$ cat src/rtl/seg_linear_addr.sv
module seg_linear_addr #(
  parameter int ENTRIES = 32,
  localparam int IW = $clog2(ENTRIES)
) (
  input  logic        clk,
  input  logic        rst_n,
  input  logic        tbl_we,
  input  logic        tbl_sel,
  input  logic [IW-1:0] tbl_addr,
  input  logic [63:0] tbl_data,
  input  logic        req,
  input  logic        prot_en,
  input  logic        paging_en,
  input  logic [15:0] selector,
  input  logic [31:0] eff_addr,
  output logic        out_valid,
  output logic        out_err,
  output logic [31:0] lin_addr,
  output logic        xlate,
  output logic [31:0] phys_addr
);

  logic [63:0] gdt [ENTRIES];
  logic [63:0] ldt [ENTRIES];

  always_ff @(posedge clk)
    if (tbl_we) begin
      if (tbl_sel) ldt[tbl_addr] <= tbl_data;
      else         gdt[tbl_addr] <= tbl_data;
    end

  logic [12:0]   idx;
  logic [IW-1:0] ridx;
  logic [63:0]   desc;
  logic [31:0]   base;
  logic          bad;
  logic [19:0]   real_sum;
  logic [31:0]   lin_d;

  assign idx      = selector[15:3];
  assign ridx     = idx[IW-1:0];
  assign desc     = selector[2] ? ldt[ridx] : gdt[ridx];
  assign base     = {desc[63:56], desc[39:16]};
  assign bad      = prot_en && (idx >= 13'(ENTRIES));
  assign real_sum = {selector, 4'h0} + {4'h0, eff_addr[15:0]};
  assign lin_d    = prot_en ? base + eff_addr : {12'h0, real_sum};

  always_ff @(posedge clk or negedge rst_n)
    if (!rst_n) begin
      out_valid <= 1'b0;
      out_err   <= 1'b0;
      lin_addr  <= '0;
      xlate     <= 1'b0;
      phys_addr <= '0;
    end else begin
      out_valid <= req && !bad;
      out_err   <= req && bad;
      if (req) begin
        lin_addr  <= lin_d;
        xlate     <= paging_en;
        phys_addr <= paging_en ? 32'h0 : lin_d;
      end
    end

endmodule


$ cat config.mk
export PLATFORM = sky130hd
export DESIGN_NAME = seg_linear_addr
export DESIGN_NICKNAME = d
export VERILOG_FILES = /design/src/rtl/seg_linear_addr.sv
export SDC_FILE = /design/constraint.sdc
export NUM_CORES = 2
export LEC_CHECK = 0
export BUFFER_PORTS_ARGS = -buffer_cell sky130_fd_sc_hd__buf_2
export CORE_AREA = 3 3 433 435
export CTS_CLUSTER_DIAMETER = 120
export DETAILED_ROUTE_END_ITERATION = 16
export DIE_AREA = 0 0 436 438
export PLACE_DENSITY = 0.64
export SYNTH_ARGS = -nofsm -noshare
export SYNTH_HDL_FRONTEND = slang
export SYNTH_SLANG_ARGS = --single-unit
export TNS_END_PERCENT = 100
$ cat constraint.sdc
create_clock -name clk -period 7.6 [get_ports clk]
set_input_delay 0.38 -clock clk [delete_from_list [all_inputs] [get_ports clk]]
set_output_delay 0.38 -clock clk [all_outputs]
set_load 0.01 [all_outputs]
# Word-level counts from Yosys, hierarchy flattened
# Memory sizes are Yosys's and may differ from the RTL's.
# Cells that the tools add are included.
[classes]
addsub = 2
n_lt_le_gt_ge = 1
n_mux = 9
reduce_logical = 4
[ops]
columns = ["cell", "n"]
rows = [
  ["two-way mux 32 bit", 2],
  ["two-way mux 64 bit", 1],
  ["adder 32 bit", 1],
  ["adder 20 x 16 -> 20 bit", 1],
  ["greater-or-equal comparator 13 x 6 -> 1 bit, second input constant", 1],
  ["two-way mux 1 bit", 6],
  ["logical AND 1 bit", 3],
  ["zero test 1 bit", 1],
]
[word_totals]
reg_bits = 67
mem_bits_rw = 4096
out_inout_bits = 67
elab_cells = 23
memories = 2
[memory_table]
columns = ["memory", "depth", "word_bits", "read_ports", "rd_clocked_by_memory_dff", "write_ports", "line", "rtl"]
rows = [
  ["gdt", 32, 64, 1, 0, 1, "23", "logic [63:0] gdt [ENTRIES];"],
  ["ldt", 32, 64, 1, 0, 1, "24", "logic [63:0] ldt [ENTRIES];"],
]

# Logic depth before layout (Yosys ltp)
# An unclocked memory read counts as a cell.
[depth]
depth_word = 5
mapped_depth = 19

# Worst setup path before layout
# OpenSTA, ideal clock, no wires.
[synth_path]
path_type = "input to register"
from = "input port selector[3]"
to = "register lin_addr[16]"
arrival_time_ps = 4700
setup_slack_ps = 2771
path_stages = 16
n_path_buf = 3
cell_sequence = "buf_4 -> buf_2 -> buf_2 -> mux4_2 -> mux4_2 -> mux4_2 -> ha_1 -> fa_1 -> a21o_1 -> a221oi_1 -> a22o_1 -> nor2_1 -> a31o_2 -> xor2_1 -> a211oi_1 -> nor2_1"
[synth_between]
elab_chain_len = 4
word_cells_on_any_way = 6
cone_classes = "add/sub (2); mux (2); memory (2)"
[synth_lines]
columns = ["item", "line", "rtl"]
rows = [
  ["start: declaration", "14", "input logic [15:0] selector,"],
  ["memory read (32 x 64 bit) (on tied branches)", "-", ""],
  ["two-way mux 64 bit", "42", "assign desc = selector[2] ? ldt[ridx] : gdt[ridx];"],
  ["adder 32 bit", "46", "assign lin_d = prot_en ? base + eff_addr : {12'h0, real_sum};"],
  ["two-way mux 32 bit *", "46", ""],
  ["end signal: assignment", "59", "lin_addr <= lin_d;"],
  ["end: declaration", "18", "output logic [31:0] lin_addr,"],
]
# Every way passes the cells marked *; elsewhere a longest branch is shown, timed or not.
# A chain may end at the register's enable or synchronous reset.

# Final worst setup path
[layout_path]
from = "input port selector[3]"
to = "register phys_addr[23]"
[layout_between]
elab_chain_len = 5
word_cells_on_any_way = 6
cone_classes = "add/sub (1); mux (3); memory (2)"
[layout_lines]
columns = ["item", "line", "rtl"]
rows = [
  ["memory read (32 x 64 bit) (on tied branches)", "-", ""],
  ["two-way mux 64 bit *", "42", ""],
  ["adder 32 bit *", "46", ""],
  ["two-way mux 32 bit *", "46", ""],
  ["two-way mux 32 bit *", "61", "phys_addr <= paging_en ? 32'h0 : lin_d;"],
  ["end signal: assignment", "61", ""],
  ["end: declaration", "20", "output logic [31:0] phys_addr"],
]
# Marks and branches as above.

==> flow_summary.rst <==
.. list-table::
   :header-rows: 1

   * - Metric
     - Value
   * - Required time at the worst-slack endpoint
     - 8320 ps
   * - Status
     - complete, no violations
   * - Instance count after placement with tap cells included
     - 6071
   * - Class of the tightest hold or removal check
     - in -> reg
   * - Routed len/inst
     - 31.1 um
   * - RSZ-0062 raised after global routing
     - no
   * - Post-Route WL
     - 202000 um
   * - Fraction of final layout cells with drive strength greater than 1
     - 0.326
   * - Critical Path End Type
     - register
   * - Sum Neg Setup Slack
     - 0 ps
   * - Clock latency at the later pin of the worst-skew pair
     - 850 ps
   * - Worst-margin pin slew
     - 1220 ps
   * - Core area
     - 183000 um^2
   * - DR vias
     - 38600
   * - Number of clock sinks seen by CTS
     - 2115
   * - Clock root buffer
     - sky130_fd_sc_hd__clkbuf_16
   * - Top cell type's share of synthesized area
     - 0.745
   * - Post-route clock skew
     - 32.3 ps
   * - Synthesis-stage register bit count
     - 2115
   * - Sum of internal, switching and leakage power
     - 24.5 mW
   * - Met3 routed WL
     - 15500 um
   * - Post-layout instance area
     - 93800 um^2
   * - CTS tree
     - done
   * - Leakage power
     - 29.5 nW
   * - Post-Synthesis Cells
     - 3514
   * - Placed Instance Area
     - 87100 um^2
   * - Post-Syn Nets
     - 3683
   * - Count of buffers from port buffering
     - 158
   * - Routed met2 length
     - 101000 um
   * - Switching power share of the total
     - 0.219
   * - Post-route minimum period
     - 5150 ps
   * - Post-synthesis average cell area
     - 23.5 um^2
   * - Horizontal extent of the die
     - 436 um
   * - Number of global-route vias before repair
     - 39200
   * - Number of buffers inserted during clock tree synthesis
     - 203
   * - Final core occ
     - 0.511
   * - Comb pwr share
     - 0.069
   * - Top-level port count
     - 191
   * - Post-CTS clock slew at the launch and capture registers of the worst setup and hold paths
     - 60 ps
   * - Highest routed layer
     - met5
   * - Final number of hold-violating endpoints
     - 0
   * - Biggest area consumer among synthesized cells
     - sky130_fd_sc_hd__edfxtp_1
   * - Area Overhead vs Synth
     - 13.6%
   * - Row cnt
     - 157
   * - Buffers plus inverters on the worst setup path
     - 3
   * - Pin count of the biggest net entering global routing
     - 83
   * - Fin cells
     - 6481
   * - Delay-heaviest family, CP
     - compound AO/OA/AOI/OAI gates
   * - Nets
     - 3996
   * - Top area cells in the synthesized netlist
     - sky130_fd_sc_hd__edfxtp_1, sky130_fd_sc_hd__mux4_2, sky130_fd_sc_hd__dfrtp_1
   * - Initial standard-cell utilization of the core
     - 0.450
   * - Number of synthesized flops with an enable pin
     - 2048
   * - Setup violators final
     - 0
   * - Via-per-instance ratio
     - 5.96
   * - Power density over the cells
     - 261 nW/um^2
   * - Part of the power in registers
     - 0.531
   * - TritonRoute pass-1 iters
     - 5
   * - Final period utilization
     - 0.678
   * - Power spent charging and discharging nets
     - 5.35 mW
   * - Most frequent cells in the layout
     - sky130_fd_sc_hd__edfxtp_1, sky130_fd_sc_hd__mux4_2, sky130_fd_sc_hd__clkbuf_16
   * - Number of post-CTS setup repair buffers
     - 0
   * - Main flop type after synthesis
     - sky130_fd_sc_hd__edfxtp_1
   * - GRT Resource Usage Total
     - 0.213
   * - Count of cell types in the netlist
     - 65
   * - Netlist area before placement
     - 82500 um^2
   * - HPWL after DPL
     - 109000 um
   * - Fill cells
     - 14200
   * - Internal power contribution
     - 19.1 mW
   * - Metal1 wirelength
     - 81700 um
   * - Post-synth ARST share
     - 0.0317
   * - Slew Limit Fails
     - 0
   * - Most common library cell in the layout ignoring fill and taps
     - sky130_fd_sc_hd__edfxtp_1
   * - Die area
     - 191000 um^2
   * - Htree depth
     - 4
   * - VDD IR max
     - 0.000202 V
   * - Startpoint type of the worst setup path
     - input pin
   * - Highest-delay cell along the critical path
     - sky130_fd_sc_hd__mux4_2
   * - Worst setup path category
     - in -> reg
   * - Highest clock frequency the design can meet
     - 194 MHz
   * - Relative contribution of the clock network to total power
     - 0.401
   * - Grt ovf
     - 0
   * - Crit path max fanout
     - 41
   * - Number of antenna violations at the first check in global routing
     - 31
   * - Routability Congestion
     - 0.809
   * - Crit path DAT
     - 5870 ps
   * - CTS max path bufs
     - 3
   * - Wire length of the first global-routing pass
     - 290000 um
   * - Remaining DRCs
     - 0
   * - Count of routing violations after the opening detailed-route iteration
     - 4233
   * - DRT antenna net count
     - 0
   * - Maximum single-stage delay on the critical path
     - 600 ps
   * - CP cell instances
     - buf_8 -> buf_4 -> buf_4 -> mux4_2 -> mux4_2 -> mux4_2 -> ha_1 -> a21oi_1 -> o21ai_0 -> a41oi_1 -> o21ai_0 -> a31oi_1 -> o21ai_0 -> xnor2_1 -> a32o_1
   * - Max-cap viol count
     - 0
   * - Worst rel slew slack
     - 0.186
   * - Die outline height
     - 438 um
   * - Sequential-to-total area share from yosys stat
     - 0.766
   * - Yosys warning count
     - 0
==> routing by layer <==
layer  vias to the layer above  global-route usage
li1                      15800                   -
met1                     21100               0.298
met2                      1531               0.348
met5                         -                   0
met3                       260              0.0390
met4                         4              0.0537
==> timing repair <==
item	CTS	global route
hold endpoints to repair	86	0
gates resized for setup	0	0
hold buffers	15	0
==> sequential cells by signal, summed over array words and instances (netlist names) <==
signal / flops
phys_addr: 32
out_valid: 1
gdt: 1024
xlate: 1
out_err: 1
lin_addr: 32
ldt: 1024
==> final cells by class <==
class	count	area, um^2	share of cell area
inverters	18	67.6	0.000721
diodes	16	40.0	0.000427
flip-flops and latches	2115	63200	0.674
repair buffers	288	2020	0.0215
clock inverters	124	1110	0.0118
clock buffers	255	5340	0.0569
multi-input cells	1201	18900	0.202
well taps	2464	3080	0.0329
==> power groups by stage <==
stage / logic [mW] / clock network [mW] / registers, mW
finish: 1.68 / 9.80 / 13.0
detailed placement: 1.68 / 0 / 13.2
CTS: 1.69 / 9.97 / 13.0
floorplan: 0.981 / 0 / 13.3
global placement: 1.66 / 0 / 13.2
global route: 1.81 / 10.4 / 13.0
==> per-stage QoR <==
step	hold WS [ps]	worst slack, ps
detailed placement	468	1600
floorplan	84.4	2770
finish	95.8	2450
global route	80.1	2180
CTS	18.3	2510
global placement	463	1540
==> final timing paths <==
path / startpoint / endpoint / slack, ps / cells after the start
setup / recovery: selector[3] / phys_addr[23] / 2450 / 15
hold / removal: eff_addr[30] / lin_addr[30] / 100 / 4
setup reg to reg: ldt[31][16] / phys_addr[16] / 2680 / 13
hold reg to reg: phys_addr[14] / phys_addr[14] / 480 / 1
max in group asynchronous: rst_n / lin_addr[24] / 6790 / 3
min in group asynchronous: rst_n / phys_addr[14] / 280 / 3
==> worst reg2reg max path, stage by stage (launching register included) <==
cell,delay (ps)
sky130_fd_sc_hd__edfxtp_1,360
sky130_fd_sc_hd__mux4_2,480
sky130_fd_sc_hd__mux4_2,590
sky130_fd_sc_hd__mux4_2,610
sky130_fd_sc_hd__ha_1,270
sky130_fd_sc_hd__fa_1,440
sky130_fd_sc_hd__a21o_1,190
sky130_fd_sc_hd__a221oi_1,580
sky130_fd_sc_hd__a22o_1,350
sky130_fd_sc_hd__nor2_1,90
sky130_fd_sc_hd__a31o_2,270
sky130_fd_sc_hd__xor2_1,140
sky130_fd_sc_hd__a211oi_1,360
sky130_fd_sc_hd__nor2_1,90
==> kinds of logic after synthesis <==
kind of cell	share of synthesized area
AND/OR/NAND/NOR	0.0124
adder cells (fa/ha/maj)	0.00700
flip-flops	0.766
AO/OA/AOI/OAI	0.0165
multiplexers	0.183
XOR/XNOR	0.00435
buffers and inverters	0.0108
==> cell usage after synthesis, drive strengths merged (4+ instances only) <==
library cell	n
a211oi	4
edfxtp	2048
and3	7
nor3	12
mux4	660
inv	17
o21bai	9
clkbuf	104
o211ai	5
mux2	9
o2bb2ai	31
a21o	17
nor2b	9
ha	43
a22oi	4
a31oi	11
dfrtp	67
nand2	52
xor2	15
xnor2	26
nand3	14
nor2	109
buf	74
nand4	5
a21oi	60
o21ai	29
o221ai	4
a31o	5
mux2i	17
Note: power is estimated with default switching activity, not from simulation.
